**config.mk**
```make
export PLATFORM = sky130hd
export DESIGN_NAME = cordic_iter
export DESIGN_NICKNAME = d
export VERILOG_FILES = /design/src/rtl/cordic_pkg.sv /design/src/rtl/cordic_atan_rom.sv /design/src/rtl/cordic_step.sv /design/src/rtl/cordic_ctrl.sv /design/src/rtl/cordic_iter.sv
export SDC_FILE = /design/constraint.sdc
export NUM_CORES = 1
export LEC_CHECK = 0
export BUFFER_PORTS_ARGS = -buffer_cell sky130_fd_sc_hd__buf_2
export CORE_ASPECT_RATIO = 1.4
export CORE_MARGIN = 4
export CORE_UTILIZATION = 40
export CTS_CLUSTER_DIAMETER = 120
export DETAILED_ROUTE_END_ITERATION = 8
export PLACE_DENSITY = 0.64
export SLEW_MARGIN = 20
export SYNTH_ARGS = -nofsm -noshare
export SYNTH_HDL_FRONTEND = slang
export SYNTH_SLANG_ARGS = --single-unit
```
**constraint.sdc**
```tcl
create_clock -name clk -period 6.57 [get_ports clk]
set_clock_uncertainty 0.05 [all_clocks]
set_input_delay 1.6425 -clock clk [delete_from_list [all_inputs] [get_ports clk]]
set_output_delay 1.6425 -clock clk [all_outputs]
set_load 0.05 [all_outputs]
```
**src/rtl/cordic_pkg.sv**
```systemverilog
package cordic_pkg;

    localparam int DW = 16;

    typedef logic signed [DW-1:0] word_t;

    typedef enum logic [1:0] {
        SYS_CIRC = 2'd0,
        SYS_LIN  = 2'd1,
        SYS_HYP  = 2'd2,
        SYS_ALT  = 2'd3
    } sys_e;

    typedef enum logic [1:0] {
        ST_IDLE = 2'd0,
        ST_LOAD = 2'd1,
        ST_ITER = 2'd2,
        ST_DONE = 2'd3
    } state_e;

    typedef struct packed {
        word_t x;
        word_t y;
        word_t z;
    } vec_t;

    // Shift used by the first micro-rotation of each system.
    function automatic int first_shift(sys_e s);
        return (s == SYS_LIN || s == SYS_HYP) ? 1 : 0;
    endfunction

    // Hyperbolic shifts that are applied twice: 4, 13, 40, ...
    function automatic logic is_repeat(int s);
        int   r;
        logic hit;
        r   = 4;
        hit = 1'b0;
        for (int k = 0; k < 6; k++) begin
            if (r == s) hit = 1'b1;
            r = 3 * r + 1;
        end
        return hit;
    endfunction

    function automatic real pow2neg(int s);
        real t;
        t = 1.0;
        for (int k = 0; k < s; k++) t = t / 2.0;
        return t;
    endfunction

    function automatic word_t to_fix(real v, int frac);
        real sc;
        sc = 1.0;
        for (int k = 0; k < frac; k++) sc = sc * 2.0;
        return word_t'($rtoi(v * sc + 0.5));
    endfunction

    function automatic word_t atan_c(int s, int frac);
        return to_fix($atan(pow2neg(s)), frac);
    endfunction

    function automatic word_t atanh_c(int s, int frac);
        real t;
        t = pow2neg(s);
        if (s == 0) return '0;
        return to_fix(0.5 * $ln((1.0 + t) / (1.0 - t)), frac);
    endfunction

    function automatic word_t lin_c(int s, int frac);
        return to_fix(pow2neg(s), frac);
    endfunction

endpackage

```
**src/rtl/cordic_atan_rom.sv**
```systemverilog
module cordic_atan_rom
    import cordic_pkg::*;
#(
    parameter int ITERS = 16,
    parameter int FRAC  = 13,
    parameter int DEPTH = ITERS + 2,
    parameter int SW    = $clog2(DEPTH)
) (
    input  sys_e           sys,
    input  logic [SW-1:0]  sh,
    output word_t          alpha
);

    word_t circ_t [DEPTH];
    word_t hyp_t  [DEPTH];
    word_t lin_t  [DEPTH];

    for (genvar g = 0; g < DEPTH; g++) begin : g_tab
        assign circ_t[g] = atan_c(g, FRAC);
        assign hyp_t[g]  = atanh_c(g, FRAC);
        assign lin_t[g]  = lin_c(g, FRAC);
    end

    always_comb begin
        case (sys)
            SYS_LIN: alpha = lin_t[sh];
            SYS_HYP: alpha = hyp_t[sh];
            default: alpha = circ_t[sh];
        endcase
    end

endmodule

```
**src/rtl/cordic_step.sv**
```systemverilog
module cordic_step
    import cordic_pkg::*;
#(
    parameter int SW = 5
) (
    input  vec_t           cur,
    input  logic [SW-1:0]  sh,
    input  word_t          alpha,
    input  sys_e           sys,
    input  logic           neg,
    output vec_t           nxt
);

    word_t xv, yv, xs, ys;

    assign xv = cur.x;
    assign yv = cur.y;
    assign xs = xv >>> sh;
    assign ys = yv >>> sh;

    always_comb begin
        nxt.y = neg ? (cur.y - xs) : (cur.y + xs);
        nxt.z = neg ? (cur.z + alpha) : (cur.z - alpha);
        case (sys)
            SYS_LIN: nxt.x = cur.x;
            SYS_HYP: nxt.x = neg ? (cur.x - ys) : (cur.x + ys);
            default: nxt.x = neg ? (cur.x + ys) : (cur.x - ys);
        endcase
    end

endmodule

```
**src/rtl/cordic_ctrl.sv**
```systemverilog
module cordic_ctrl
    import cordic_pkg::*;
#(
    parameter int ITERS = 16,
    parameter int SW    = 5,
    parameter int IW    = (ITERS > 1) ? $clog2(ITERS) : 1
) (
    input  logic           clk,
    input  logic           rst,
    input  logic           start,
    input  sys_e           sys_in,
    output logic           busy,
    output logic           done,
    output logic           load_en,
    output logic           step_en,
    output logic [SW-1:0]  sh
);

    localparam logic [IW-1:0] LAST = IW'(ITERS - 1);

    state_e          st;
    logic [IW-1:0]   iter;
    logic            rep;
    logic            hyp;

    assign load_en = (st == ST_IDLE) && start;
    assign step_en = (st == ST_LOAD) || (st == ST_ITER);
    assign busy    = step_en;
    assign done    = (st == ST_DONE);

    always_ff @(posedge clk) begin
        if (rst) begin
            st   <= ST_IDLE;
            iter <= '0;
            sh   <= '0;
            rep  <= 1'b0;
            hyp  <= 1'b0;
        end else begin
            case (st)
                ST_IDLE: begin
                    if (start) begin
                        st   <= ST_LOAD;
                        iter <= '0;
                        sh   <= SW'(first_shift(sys_in));
                        rep  <= 1'b0;
                        hyp  <= (sys_in == SYS_HYP);
                    end
                end
                ST_LOAD, ST_ITER: begin
                    iter <= iter + 1'b1;
                    if (hyp && is_repeat(int'(sh)) && !rep) begin
                        rep <= 1'b1;
                    end else begin
                        sh  <= sh + 1'b1;
                        rep <= 1'b0;
                    end
                    st <= (iter == LAST) ? ST_DONE : ST_ITER;
                end
                default: st <= ST_IDLE;
            endcase
        end
    end


    done_pulse_chk: assert property (@(posedge clk) disable iff (rst)
        done |=> !done);


    iter_count_chk: assert property (@(posedge clk) disable iff (rst)
        (st == ST_ITER) |-> (iter == $past(iter) + 1'b1));


    shift_step_chk: assert property (@(posedge clk) disable iff (rst)
        (st == ST_ITER) |-> (sh == $past(sh) || sh == $past(sh) + 1'b1));


    hyp_shift_chk: assert property (@(posedge clk) disable iff (rst)
        (busy && hyp) |-> (sh != '0));

endmodule

```
**src/rtl/cordic_iter.sv**
```systemverilog
module cordic_iter
    import cordic_pkg::*;
#(
    parameter int ITERS = 16,
    parameter int FRAC  = 13,
    parameter int DEPTH = ITERS + 2,
    parameter int SW    = $clog2(DEPTH)
) (
    input  logic                 clk,
    input  logic                 rst,
    input  logic                 start,
    input  logic [1:0]           sys_sel,
    input  logic                 vec_mode,
    input  logic signed [DW-1:0] x_in,
    input  logic signed [DW-1:0] y_in,
    input  logic signed [DW-1:0] z_in,
    output logic                 busy,
    output logic                 done,
    output logic signed [DW-1:0] x_out,
    output logic signed [DW-1:0] y_out,
    output logic signed [DW-1:0] z_out
);

    vec_t           cur_q, nxt;
    sys_e           sys_q;
    logic           mode_q;
    logic           load_en, step_en, neg;
    logic [SW-1:0]  sh;
    word_t          alpha;

    cordic_ctrl #(.ITERS(ITERS), .SW(SW)) u_ctrl (
        .clk     (clk),
        .rst     (rst),
        .start   (start),
        .sys_in  (sys_e'(sys_sel)),
        .busy    (busy),
        .done    (done),
        .load_en (load_en),
        .step_en (step_en),
        .sh      (sh)
    );

    cordic_atan_rom #(.ITERS(ITERS), .FRAC(FRAC), .DEPTH(DEPTH), .SW(SW)) u_rom (
        .sys   (sys_q),
        .sh    (sh),
        .alpha (alpha)
    );

    // Direction: rotation follows sign of z, vectoring opposes sign of x*y.
    assign neg = mode_q ? (cur_q.x[DW-1] == cur_q.y[DW-1]) : cur_q.z[DW-1];

    cordic_step #(.SW(SW)) u_step (
        .cur   (cur_q),
        .sh    (sh),
        .alpha (alpha),
        .sys   (sys_q),
        .neg   (neg),
        .nxt   (nxt)
    );

    always_ff @(posedge clk) begin
        if (rst) begin
            cur_q  <= '0;
            sys_q  <= SYS_CIRC;
            mode_q <= 1'b0;
        end else if (load_en) begin
            cur_q  <= '{x: x_in, y: y_in, z: z_in};
            sys_q  <= sys_e'(sys_sel);
            mode_q <= vec_mode;
        end else if (step_en) begin
            cur_q  <= nxt;
        end
    end

    assign x_out = cur_q.x;
    assign y_out = cur_q.y;
    assign z_out = cur_q.z;


    done_after_busy_chk: assert property (@(posedge clk) disable iff (rst)
        done |-> ($past(busy) && !busy));


    hold_result_chk: assert property (@(posedge clk) disable iff (rst)
        (!busy && !load_en) |=> $stable(cur_q));


    no_restart_chk: assert property (@(posedge clk) disable iff (rst)
        (busy && start) |=> (busy || done));

endmodule

```
==> results.json <==
{
  "synth_area_per_cell_um2": 7.440,
  "grt_max_degree": 79,
  "synthMuxAreaShare_pct": 12.69,
  "path_class": "flop to flop",
  "num_vias": 8589,
  "clock_sinks": 64,
  "worstMarginPinSlew_ns": 1.071,
  "synth_compound_area_share_pct": 26.62,
  "post_cts_buffers": 0,
  "drt-wirelength-per-cell_um": 17.92,
  "netlist_area_um2": 8437,
  "cts_max_level": 3,
  "fin_tns_setup_ns": 0,
  "crit_family": "compound AO/OA/AOI/OAI gates",
  "netlist.area_leader.share_pct": 15.19,
  "slowest_delay_ns": 0.71,
  "synthFlopType": "dfxtp_1",
  "nNetsFinal": 1331,
  "fp.dieW_um": 130.7,
  "power_density_nw_per_um2": 445.3,
  "clk_pin_slew_worst_paths_ns": 0.06,
  "multi_input_area_um2": 6654,
  "critPathSlowestCell": "dfxtp_2",
  "cts_resized": 0,
  "die_height_um": 179.8,
  "diodes": 0,
  "start_kind": "flop",
  "period_minus_slack_ns": 5.464,
  "cap_violations": 0,
  "dr.pass1.iters": 5,
  "antenna_left": 0,
  "drv_slew": 0,
  "numPortBuffers": 103,
  "fin_crit_sh_pct": 83.16,
  "grt_pass1_wl_um": 42680,
  "ys_seq_area_share_pct": 15.19,
  "core-area_um2": 20630,
  "async_flop_share_pct": 0,
  "cts_max_path_buffers": 2,
  "register_area_um2": 1284,
  "start_util_pct": 40.89,
  "rows": 62,
  "totalWireLength_um": 26070,
  "grt_pass1_vias": 8421,
  "ys_warn_count": 0,
  "numCtsBuffers": 9,
  "critPathRequiredTime_ns": 6.72,
  "synth_nets": 1271,
  "worst_setup_path_end_kind": "flop",
  "synthCells": 1134,
  "yosysMostFrequentCell": "a21oi_1",
  "io_pins": 104,
  "dp_hpwl_um": 19430,
  "synthAdderAreaFrac_pct": 12.66,
  "synthSimpleGateAreaFrac_pct": 19.16,
  "final_util_pct": 45.77,
  "cts_tree": "yes",
  "hold_class": "flop to flop",
  "drc_errors": 0,
  "synth_xor_area_share_pct": 7.578,
  "clk_latency_ns": 0.35,
  "ir_drop_mv": 0.1936,
  "grt.overflow.total": 0,
  "cts_root_buf": "clkbuf_16",
  "grt.total_usage_pct": 21.97,
  "ys_top_cells_by_count": "a21oi_1, nand2_1, nor2_1, o21ai_0, ha_1",
  "setup_viol": 0,
  "finalHoldViolCount": 0,
  "p_leak_nw": 4.084,
  "synth_edf_count": 0,
  "crit_arrival_ns": 5.62,
  "clock.fmax_ghz": 0.1830,
  "area_growth_pct": 11.94,
  "yosysUniqueCellTypes": 68,
  "path_buf_inv": 3,
  "fill_cells": 2124,
  "slew_headroom_pct": 28.49,
  "drtIter0Drc": 475,
  "antenna_found_initial": 0,
  "cp_max_fo": 26,
  "synth_area_leader_cell": "dfxtp_1",
  "die_area_um2": 23510,
  "status": "finished, final reports clean",
  "ctsHoldBuffers": 0,
  "drive_above_1_share_pct": 15.18,
  "place_congestion": 0.9266,
  "crit_chain": "inv_1, ha_1, mux2_2, a32oi_1, o21ai_0, inv_1, ha_1, inv_1, nor4_1, a21oi_1, xnor2_1, ha_1, a21oi_1, nand3b_1, o211a_1, a31oi_1, xnor2_1, nand2_1, xor2_1, a21oi_1",
  "synth_top_family_by_area": "compound AO/OA/AOI/OAI gates",
  "ys_ff_latch": 64,
  "rsz0062_at_grt": "false",
  "synthTopCellsByArea": "dfxtp_1, ha_1, a21oi_1, mux2i_1, xnor2_1",
  "vias_per_cell": 5.903
}
worst register-to-register path, stage by stage, from the launching register on:
cell,delay [ns]
dfxtp_2,0.71
inv_1,0.28
ha_1,0.40
mux2_2,0.33
a32oi_1,0.23
o21ai_0,0.21
inv_1,0.12
ha_1,0.21
inv_1,0.06
nor4_1,0.64
a21oi_1,0.18
xnor2_1,0.35
ha_1,0.29
a21oi_1,0.23
nand3b_1,0.11
o211a_1,0.25
a31oi_1,0.21
xnor2_1,0.15
nand2_1,0.08
xor2_1,0.16
a21oi_1,0.07
registers in the layout, summed over array words and instances, names as in the netlist:
register	count
mode_q	1
sys_q	2
u_ctrl.hyp	1
u_ctrl.iter	4
u_ctrl.rep	1
u_ctrl.sh	5
u_ctrl.st	2
x_out	16
y_out	16
z_out	16
area by class of cell:
class / count / area share, %
clock buffers: 11 / 2.464
flip-flops and latches: 64 / 13.59
well taps: 256 / 3.392
clock inverters: 5 / 0.8612
multi-input cells: 939 / 70.46
inverters: 59 / 2.345
repair buffers: 121 / 6.889
worst paths after layout:
path / start / end / cells past startpoint / slack (ns)
worst max register to register: u_ctrl.sh[1]$_SDFFE_PP0P_ / z_out[15]$_SDFFE_PP0P_ / 20 / 1.11
worst min-delay path: u_ctrl.hyp$_SDFFE_PP0P_ / u_ctrl.hyp$_SDFFE_PP0P_ / 2 / 0.41
worst min register to register: u_ctrl.hyp$_SDFFE_PP0P_ / u_ctrl.hyp$_SDFFE_PP0P_ / 2 / 0.41
worst max-delay path: u_ctrl.sh[1]$_SDFFE_PP0P_ / z_out[15]$_SDFFE_PP0P_ / 20 / 1.11
metrics by stage:
step           cells  total power, mW  worst slack (ns)  hold WS (ns)  area, um^2
2_1_floorplan   1134            3.026             1.570        0.3866        8437
3_3_place_gp    1439            3.648             1.277        0.3971        9130
3_5_place_dp    1439            3.665             1.171        0.4003        9130
4_1_cts         1455            4.211             1.149        0.4082        9444
5_1_grt         1455            4.593            0.6243        0.4502        9444
6_report        1455            4.206             1.106        0.4111        9444
cells by family after synthesis:
group / after synthesis
AOI/OAI and AO/OA: 357
xor gates and xnor gates: 73
adders and majority gates: 83
buffers and inverters: 131
DFF: 64
muxes: 84
and+or+nand+nor: 342
power breakdown:
group / switching, mW / internal (mW) / leakage [nW]
clock network: 0.192 / 0.332 / 0.150
registers: 0.161 / 0.472 / 0.530
logic: 1.80 / 1.25 / 3.40
cells in the final DEF (no fill, tap or decap), types with 5 or more instances in the layout:
cell type | synthesis | layout
nand4_1 | 6 | 6
buf_4 | 2 | 18
nand3_1 | 26 | 26
and2_1 | 11 | 11
mux4_2 | 14 | 14
a311oi_1 | 8 | 8
nor2b_1 | 13 | 13
a21oi_1 | 110 | 110
inv_1 | 57 | 57
o21a_1 | 16 | 16
a211oi_1 | 28 | 28
buf_2 | 6 | 103
o21ai_0 | 80 | 80
or3_1 | 10 | 10
mux2i_1 | 50 | 50
o22ai_1 | 5 | 5
ha_1 | 79 | 78
nand2b_1 | 16 | 16
a32oi_1 | 7 | 7
o211ai_1 | 12 | 12
o31ai_1 | 10 | 10
nand2_1 | 104 | 103
mux2_2 | 18 | 18
a22oi_1 | 7 | 7
nor2_1 | 101 | 101
clkbuf_16 | 0 | 9
nor3_1 | 22 | 22
xor2_1 | 26 | 26
a31oi_1 | 25 | 25
dfxtp_1 | 64 | 62
xnor2_1 | 47 | 46
a21o_1 | 10 | 10
a211o_1 | 6 | 6
and3_1 | 10 | 10
layer usage:
layer | global-route usage [%] | share of wire (%) | vias up
li1 | - | - | 4250
met1 | 27.79 | 43 | 4044
met2 | 38.01 | 50 | 242
met3 | 2.167 | 4.8 | 53
met4 | 8.152 | 2.6 | 0
met5 | 0 | 0 | -
Note: power is estimated with default switching activity, not from simulation.
